[src/rtl/ctl_pkg.sv]
// Package: shared widths, encodings and types for the instruction control decoder.
// Assumes a 6-bit opcode, a 6-bit function field and a 3-bit ALU operation code.
package ctl_pkg;

    parameter int OPC_W = 6;
    parameter int FN_W  = 6;
    parameter int AOP_W = 3;

    // ALU operation codes seen by the datapath ALU.
    typedef enum logic [AOP_W-1:0] {
        AOP_ADD = 3'd0,
        AOP_SUB = 3'd1,
        AOP_AND = 3'd2,
        AOP_OR  = 3'd3,
        AOP_SLT = 3'd4
    } aop_e;

    // Major opcode values.
    localparam logic [OPC_W-1:0] OPC_REGFORM = 6'h00;
    localparam logic [OPC_W-1:0] OPC_BREQ    = 6'h04;
    localparam logic [OPC_W-1:0] OPC_ADDI    = 6'h08;
    localparam logic [OPC_W-1:0] OPC_SLTI    = 6'h0A;
    localparam logic [OPC_W-1:0] OPC_ANDI    = 6'h0C;
    localparam logic [OPC_W-1:0] OPC_ORI     = 6'h0D;
    localparam logic [OPC_W-1:0] OPC_SUBI    = 6'h18;
    localparam logic [OPC_W-1:0] OPC_LOAD    = 6'h23;
    localparam logic [OPC_W-1:0] OPC_STORE   = 6'h2B;

    // Function field values under the register-form opcode.
    localparam logic [FN_W-1:0] FN_ADD = 6'h20;
    localparam logic [FN_W-1:0] FN_SUB = 6'h22;
    localparam logic [FN_W-1:0] FN_AND = 6'h24;
    localparam logic [FN_W-1:0] FN_OR  = 6'h25;
    localparam logic [FN_W-1:0] FN_SLT = 6'h2A;

    // Instruction class produced by the opcode stage.
    typedef enum logic [2:0] {
        CLS_NONE   = 3'd0,
        CLS_REG    = 3'd1,
        CLS_IMM    = 3'd2,
        CLS_LOAD   = 3'd3,
        CLS_STORE  = 3'd4,
        CLS_BRANCH = 3'd5
    } icls_e;

    // Full control word for the datapath.
    typedef struct packed {
        logic dst_rt;
        logic src_imm;
        aop_e aop;
        logic branch;
        logic wb_mem;
        logic rf_we;
        logic dm_re;
        logic dm_we;
    } ctl_t;

endpackage

[src/rtl/ctl_opcode_dec.sv]
// Opcode stage: classifies the major opcode and, for immediate forms,
// picks the ALU operation. Assumes opcode encodings from ctl_pkg.
module ctl_opcode_dec
    import ctl_pkg::*;
(
    input  logic [OPC_W-1:0] opc,
    output icls_e            cls,
    output aop_e             imm_aop
);

    // Map each opcode to its class and immediate ALU operation.
    always_comb begin
        cls     = CLS_NONE;
        imm_aop = AOP_ADD;
        case (opc)
            OPC_REGFORM: cls = CLS_REG;
            OPC_ADDI:    begin cls = CLS_IMM; imm_aop = AOP_ADD; end
            OPC_SUBI:    begin cls = CLS_IMM; imm_aop = AOP_SUB; end
            OPC_ANDI:    begin cls = CLS_IMM; imm_aop = AOP_AND; end
            OPC_ORI:     begin cls = CLS_IMM; imm_aop = AOP_OR;  end
            OPC_SLTI:    begin cls = CLS_IMM; imm_aop = AOP_SLT; end
            OPC_LOAD:    cls = CLS_LOAD;
            OPC_STORE:   cls = CLS_STORE;
            OPC_BREQ:    cls = CLS_BRANCH;
            default:     cls = CLS_NONE;
        endcase
    end

endmodule

[src/rtl/ctl_funct_dec.sv]
// Function stage: turns the function field of a register-form instruction
// into an ALU operation and a validity flag. It has no knowledge of the opcode.
module ctl_funct_dec
    import ctl_pkg::*;
(
    input  logic [FN_W-1:0] fn,
    output aop_e            reg_aop,
    output logic            reg_ok
);

    // Look up the function code; unknown codes clear reg_ok.
    always_comb begin
        reg_aop = AOP_ADD;
        reg_ok  = 1'b1;
        case (fn)
            FN_ADD:  reg_aop = AOP_ADD;
            FN_SUB:  reg_aop = AOP_SUB;
            FN_AND:  reg_aop = AOP_AND;
            FN_OR:   reg_aop = AOP_OR;
            FN_SLT:  reg_aop = AOP_SLT;
            default: reg_ok  = 1'b0;
        endcase
    end

endmodule

[src/rtl/ctl_field_gen.sv]
// Control word builder: merges the class, the immediate ALU operation and the
// function-stage result into one control word. Don't-care fields are driven 0.
module ctl_field_gen
    import ctl_pkg::*;
(
    input  icls_e cls,
    input  aop_e  imm_aop,
    input  aop_e  reg_aop,
    input  logic  reg_ok,
    output ctl_t  ctl
);

    // Fill the control word for each class; anything unknown stays all-zero.
    always_comb begin
        ctl = '0;
        case (cls)
            CLS_REG: begin
                if (reg_ok) begin
                    ctl.aop   = reg_aop;
                    ctl.rf_we = 1'b1;
                end
            end
            CLS_IMM: begin
                ctl.dst_rt  = 1'b1;
                ctl.src_imm = 1'b1;
                ctl.aop     = imm_aop;
                ctl.rf_we   = 1'b1;
            end
            CLS_LOAD: begin
                ctl.dst_rt  = 1'b1;
                ctl.src_imm = 1'b1;
                ctl.aop     = AOP_ADD;
                ctl.wb_mem  = 1'b1;
                ctl.rf_we   = 1'b1;
                ctl.dm_re   = 1'b1;
            end
            CLS_STORE: begin
                ctl.src_imm = 1'b1;
                ctl.aop     = AOP_ADD;
                ctl.dm_we   = 1'b1;
            end
            CLS_BRANCH: begin
                ctl.aop    = AOP_SUB;
                ctl.branch = 1'b1;
            end
            default: ctl = '0;
        endcase
    end

endmodule

[src/rtl/ctl_next_pc_sel.sv]
// Next-PC select: requests the branch target only for a branch whose
// comparison (ALU subtract) came out zero.
module ctl_next_pc_sel (
    input  logic branch,
    input  logic zero,
    output logic take
);

    // Qualify the branch flag with the equality result.
    always_comb take = branch & zero;

endmodule

[src/rtl/ctl_main_decoder.sv]
// Top: single-cycle control decoder. Purely combinational; the opcode and
// function fields must be stable for the cycle in which the instruction executes.
module ctl_main_decoder
    import ctl_pkg::*;
(
    input  logic [OPC_W-1:0] opc_field,
    input  logic [FN_W-1:0]  fn_field,
    input  logic             alu_zero,
    output logic             dst_sel_rt,
    output logic             alu_src_imm,
    output logic [AOP_W-1:0] alu_op,
    output logic             is_branch,
    output logic             wb_from_mem,
    output logic             reg_we,
    output logic             mem_re,
    output logic             mem_we,
    output logic             pc_sel_target
);

    icls_e cls;
    aop_e  imm_aop;
    aop_e  reg_aop;
    logic  reg_ok;
    ctl_t  ctl;

    ctl_opcode_dec u_opc (
        .opc     (opc_field),
        .cls     (cls),
        .imm_aop (imm_aop)
    );

    ctl_funct_dec u_fn (
        .fn      (fn_field),
        .reg_aop (reg_aop),
        .reg_ok  (reg_ok)
    );

    ctl_field_gen u_gen (
        .cls     (cls),
        .imm_aop (imm_aop),
        .reg_aop (reg_aop),
        .reg_ok  (reg_ok),
        .ctl     (ctl)
    );

    ctl_next_pc_sel u_pc (
        .branch (ctl.branch),
        .zero   (alu_zero),
        .take   (pc_sel_target)
    );

    // Spread the control word onto the output ports.
    always_comb begin
        dst_sel_rt  = ctl.dst_rt;
        alu_src_imm = ctl.src_imm;
        alu_op      = ctl.aop;
        is_branch   = ctl.branch;
        wb_from_mem = ctl.wb_mem;
        reg_we      = ctl.rf_we;
        mem_re      = ctl.dm_re;
        mem_we      = ctl.dm_we;
    end

endmodule

[config.mk]
export PLATFORM = sky130hd
export DESIGN_NAME = ctl_main_decoder
export DESIGN_NICKNAME = d
export VERILOG_FILES = /design/src/rtl/ctl_pkg.sv /design/src/rtl/ctl_opcode_dec.sv /design/src/rtl/ctl_funct_dec.sv /design/src/rtl/ctl_field_gen.sv /design/src/rtl/ctl_next_pc_sel.sv /design/src/rtl/ctl_main_decoder.sv
export SDC_FILE = /design/constraint.sdc
export NUM_CORES = 1
export LEC_CHECK = 0
export BUFFER_PORTS_ARGS = -buffer_cell sky130_fd_sc_hd__clkbuf_2
export CAP_MARGIN = 20
export CORE_AREA = 2 2 39 41
export DETAILED_ROUTE_END_ITERATION = 12
export DIE_AREA = 0 0 41 43
export SETUP_SLACK_MARGIN = 0.3
export SLEW_MARGIN = 40
export SYNTH_ARGS = -nofsm -noshare
export SYNTH_HDL_FRONTEND = slang
export SYNTH_SLANG_ARGS = --single-unit
export TNS_END_PERCENT = 100
[constraint.sdc]
create_clock -name vclk -period 3.5
set_clock_uncertainty 0.2 [all_clocks]
set_input_delay 0.525 -clock vclk [all_inputs]
set_output_delay 0.525 -clock vclk [all_outputs]
set_load 0.005 [all_outputs]
==> Word level (Yosys, flattened, before mapping) <==
Cells that the tools add are included.
{ "word_totals": {"word_cells": 37, "reg_bits": 0, "inputBits": 13, "output_inout_bits": 11} }
{ "op_classes": {"bitwise": 1, "reduce_logical": 5, "eq_ne": 18, "n_mux": 13} }
{ "op_table": {"columns": ["cell", "count"], "rows": [
  ["6-bit == test (second input constant)", 7],
  ["6-bit by 4-bit == test with 1-bit output (second input constant)", 4],
  ["3-bit case mux with 4 select lines", 2],
  ["3-bit case mux with 5 select lines", 1],
  ["5-bit OR reduction", 2],
  ["3-bit case mux with 3 select lines", 1],
  ["1-bit two-way mux", 7],
  ["3-bit by 2-bit == test with 1-bit output (second input constant)", 2],
  ["3-bit == test (second input constant)", 2],
  ["6-bit by 3-bit == test with 1-bit output (second input constant)", 1],
  ["6-bit by 5-bit == test with 1-bit output (second input constant)", 1],
  ["6-bit logical NOT", 1],
  ["3-bit by 1-bit == test with 1-bit output (second input constant)", 1],
  ["3-bit two-way mux", 1],
  ["3-bit OR reduction", 1],
  ["1-bit case mux with 2 select lines", 1],
  ["2-bit OR reduction", 1],
  ["1-bit AND", 1]
]} }

==> Logic depth before layout (Yosys ltp) <==
{ "logic_depth": {"word_depth": 6, "mapped_depth": 5, "depth_no_buf": 4} }

==> Hierarchy <==
From an unflattened synthesis, not the netlist that was laid out.
{ "unflattened": {"hier_cells": 52, "area_unflattened_um2": 357.8} }
{ "modules_own_cells": {"columns": ["mod", "n_inst", "cells_per_inst", "area_per_inst_um2", "seq_area_each_um2"], "rows": [
  ["ctl_field_gen", 1, 20, 136.4, 0.0],
  ["ctl_opcode_dec", 1, 21, 131.4, 0.0],
  ["ctl_funct_dec", 1, 10, 83.8, 0.0],
  ["ctl_next_pc_sel", 1, 1, 6.3, 0.0]
]} }

==> Worst setup path before layout <==
Ideal clock, no wire load.
{ "synth_path": {"path_type": "input port to output port", "start": "input opc_field[3]", "end": "output reg_we", "n_path_buf": 0, "required_time_ns": 2.775, "stages": 4, "path_slack_ns": 1.228, "arrival_time_ns": 1.547, "path_cell_list": "or4b_4 > a2111oi_4 > o21ai_1 > nand2b_1"} }
{ "synth_between": {"elab_chain_len": 6, "word_cells_on_any_way": 16, "classes_between": "eq/ne: 11; mux: 2; reduce/logical: 3"} }
{ "synth_rtl": {"columns": ["item", "line", "source"], "rows": [
  ["start, declared", "ctl_main_decoder.sv:6", "input logic [OPC_W-1:0] opc_field,"],
  ["6-bit by 4-bit == test with 1-bit output / 6-bit by 5-bit == test with 1-bit output (equally long branches)", "ctl_opcode_dec.sv:15", "case (opc)"],
  ["5-bit OR reduction (no source line)", null, null],
  ["3-bit case mux with 5 select lines *", "ctl_opcode_dec.sv:15", null],
  ["3-bit by 2-bit == test with 1-bit output", "ctl_field_gen.sv:16", "case (cls)"],
  ["2-bit OR reduction (no source line)", null, null],
  ["1-bit case mux with 2 select lines *", "ctl_field_gen.sv:16", null],
  ["end, declared", "ctl_main_decoder.sv:14", "output logic reg_we,"]
]} }
Every way passes the cells marked *; elsewhere a longest branch is shown, timed or not.

==> Worst setup path in the final report <==
Ends and elaborated chain as after synthesis.

==> flow_summary.rst <==
.. list-table::
   :header-rows: 1

   * - Metric
     - Value
   * - Standby leakage power
     - 0.185 nW
   * - CP Max Fanout
     - 11
   * - Number of top-level pins
     - 24
   * - Per-cell via count in the routed design
     - 4.95
   * - Drt drc
     - 0
   * - Die ar.
     - 1760 µm²
   * - Post_cts resized
     - 0
   * - Most common library cell in the layout ignoring fill and taps
     - sky130_fd_sc_hd__clkbuf_2
   * - Synth top area share
     - 0.0957
   * - Instance count of the mapped netlist
     - 40
   * - Part of the cycle the worst path needs
     - 0.741
   * - Vias in the first global route
     - 325
   * - Number of buffers inserted by post-CTS setup repair
     - 0
   * - Effective utilization at floorplan
     - 0.208
   * - Die X
     - 41 µm
   * - Number of sequential storage elements
     - 0
   * - Avg WL per Cell
     - 10.3 µm
   * - Kind of critical path
     - in -> out
   * - Start point of the worst hold path
     - alu_zero
   * - Worst Hold End
     - pc_sel_target
   * - Wire length reported by the detailed router
     - 794 µm
   * - Min cycle time layout
     - 2.59 ns
   * - Net total in the final layout
     - 76
   * - Cell area after placement
     - 410 µm²
   * - Hold buffer count at CTS
     - 0
   * - ANT nets after route
     - 0
   * - Worst slack at placement
     - 0.895 ns
   * - Final-report hold violation count
     - 0
   * - Via Count
     - 381
   * - Total track usage
     - 0.0999
   * - Number of antenna violations at the first check in global routing
     - 0
   * - Cells traversed along the worst timing path
     - clkbuf_2, or4b_4, a2111oi_4, o21ai_1, nand2b_1, clkbuf_2
   * - Iter 0 DRT Violations
     - 3
   * - Last weighted congestion value of the routability-driven placer
     - 0.725
   * - Floorplan die height
     - 43 µm
   * - Wire length of the first global-routing pass
     - 1330 µm
   * - Core Area
     - 1380 µm²
   * - Worst path most repeated cell
     - sky130_fd_sc_hd__clkbuf_2
   * - Final core utilization
     - 0.297
   * - Largest delay share family, worst path
     - simple AND/OR/NAND/NOR gates
   * - Placed cells
     - 77
   * - Post-synthesis net count
     - 53
   * - Max Cap Viol
     - 0
   * - Arrival time at the worst endpoint
     - 1.87 ns
   * - Hold depth
     - 3
   * - Largest net degree at the start of global routing
     - 12
   * - Actual slew at the worst max-slew pin
     - 0.449 ns
   * - Cell taking the most area after synthesis
     - sky130_fd_sc_hd__a2111oi_4
   * - Mapped Avg Cell Area
     - 7.19 µm²
   * - DR pass1 iterations
     - 3
   * - IO buf count
     - 24
   * - Worst Setup Slack, final
     - 0.908 ns
   * - Synthesized cell area
     - 288 µm²
   * - Setup repair after global routing missed its margin
     - no
   * - Most area-consuming cells after synthesis
     - sky130_fd_sc_hd__a2111oi_4, sky130_fd_sc_hd__nor3b_1, sky130_fd_sc_hd__a32o_1
   * - Aggregate global routing overflow
     - 0
   * - Commonest non-fill, non-tap cells in the layout
     - sky130_fd_sc_hd__clkbuf_2, sky130_fd_sc_hd__nor3_1, sky130_fd_sc_hd__nor3b_1
   * - Capturing element type of the critical path
     - output pin
   * - Data required, critical path
     - 2.77 ns
   * - Count of buffering cells on the critical path with inverters included
     - 2
   * - Final setup viols
     - 0
   * - Total of warnings raised by yosys
     - 0
   * - Unique masters post-synth
     - 27
   * - Clock buffer count in the final layout
     - 0
   * - Fraction of the yosys area taken by sequential cells
     - 0
   * - Non-filler instance count after layout
     - 77
   * - Final HPWL DP
     - 676 µm
   * - Final instance area
     - 410 µm²
   * - Final count of pins violating max slew
     - 0
   * - Total number of placement rows
     - 14
   * - Area growth from synthesis to layout
     - 42.6%
   * - Max Clk Rate
     - 386 MHz
   * - TNS Setup
     - 0 ns
   * - Startpoint type of the worst setup path
     - primary input
   * - Slowest stage cell on the critical path
     - sky130_fd_sc_hd__or4b_4
   * - Worst ir drop on vdd
     - 0.0269 mV
   * - Power per cell area
     - 85.1 nW/µm²
   * - Antenna diode instance count
     - 0
   * - Highest cell delay on the worst timing path
     - 0.58 ns
   * - Outcome
     - complete, no violations
   * - Layout cell share with drive strength beyond 1
     - 0.508
   * - Kind of path behind the tightest hold check
     - in -> out
   * - Worst max-slew margin expressed relative to the limit
     - 0.698
   * - Area occupied by registers
     - 0 µm²
## stage by stage
stage / hold WS [ns] / total power [mW]
3_3_place_gp: 1.12 / 0.0348
2_1_floorplan: 0.886 / 0.0187
5_1_grt: 1.16 / 0.0394
6_report: 1.13 / 0.0349
4_1_cts: 1.13 / 0.0351
3_5_place_dp: 1.13 / 0.0349
## metal layers
layer  global-route usage  part of all wire
met2                0.169              0.48
met4                    0                 0
met5                    0                 0
met3              0.00524             0.062
met1                0.142              0.46
## cells in the mapped netlist, types with 2 or more instances
cell type                  n
sky130_fd_sc_hd__a32o_1    2
sky130_fd_sc_hd__nor4_1    2
sky130_fd_sc_hd__buf_2     2
sky130_fd_sc_hd__o21ai_0   2
sky130_fd_sc_hd__nor3_1    4
sky130_fd_sc_hd__nand2b_1  2
sky130_fd_sc_hd__nor2_1    2
sky130_fd_sc_hd__nor3b_1   3
sky130_fd_sc_hd__nor2b_1   2
sky130_fd_sc_hd__inv_1     2
## area by class of cell
type,count,area [µm²]
tap,16,20.0
timing repair buffer,24,120
multi-input combinational,35,263
fill,155,973
inverter,2,7.51
## report_power, final
group          internal, mW  switching (mW)  leakage [nW]  total [mW]
sequential                0               0             0           0
combinational        0.0165          0.0184         0.185      0.0349
clock                     0               0             0           0
## kinds of logic (layout without fill, tap and decap cells)
family,count (synthesis),after routing,share of synthesized area
compound gates,10,10,0.326
xor+xnor,1,1,0.0304
buf+inv,5,26,0.0870
mux,1,1,0.0391
simple gates,23,23,0.517
## how the worst max path moves through the flow
| stage | startpoint | end | depth (start not counted) |
|---|---|---|---|
| finish | opc_field[3] | reg_we | 6 |
| global route | opc_field[3] | reg_we | 6 |
| CTS | opc_field[3] | reg_we | 6 |
| detailed placement | opc_field[3] | reg_we | 6 |
| global placement | opc_field[3] | reg_we | 6 |
| floorplan | opc_field[3] | reg_we | 4 |
(Power assumes the default switching activity.)
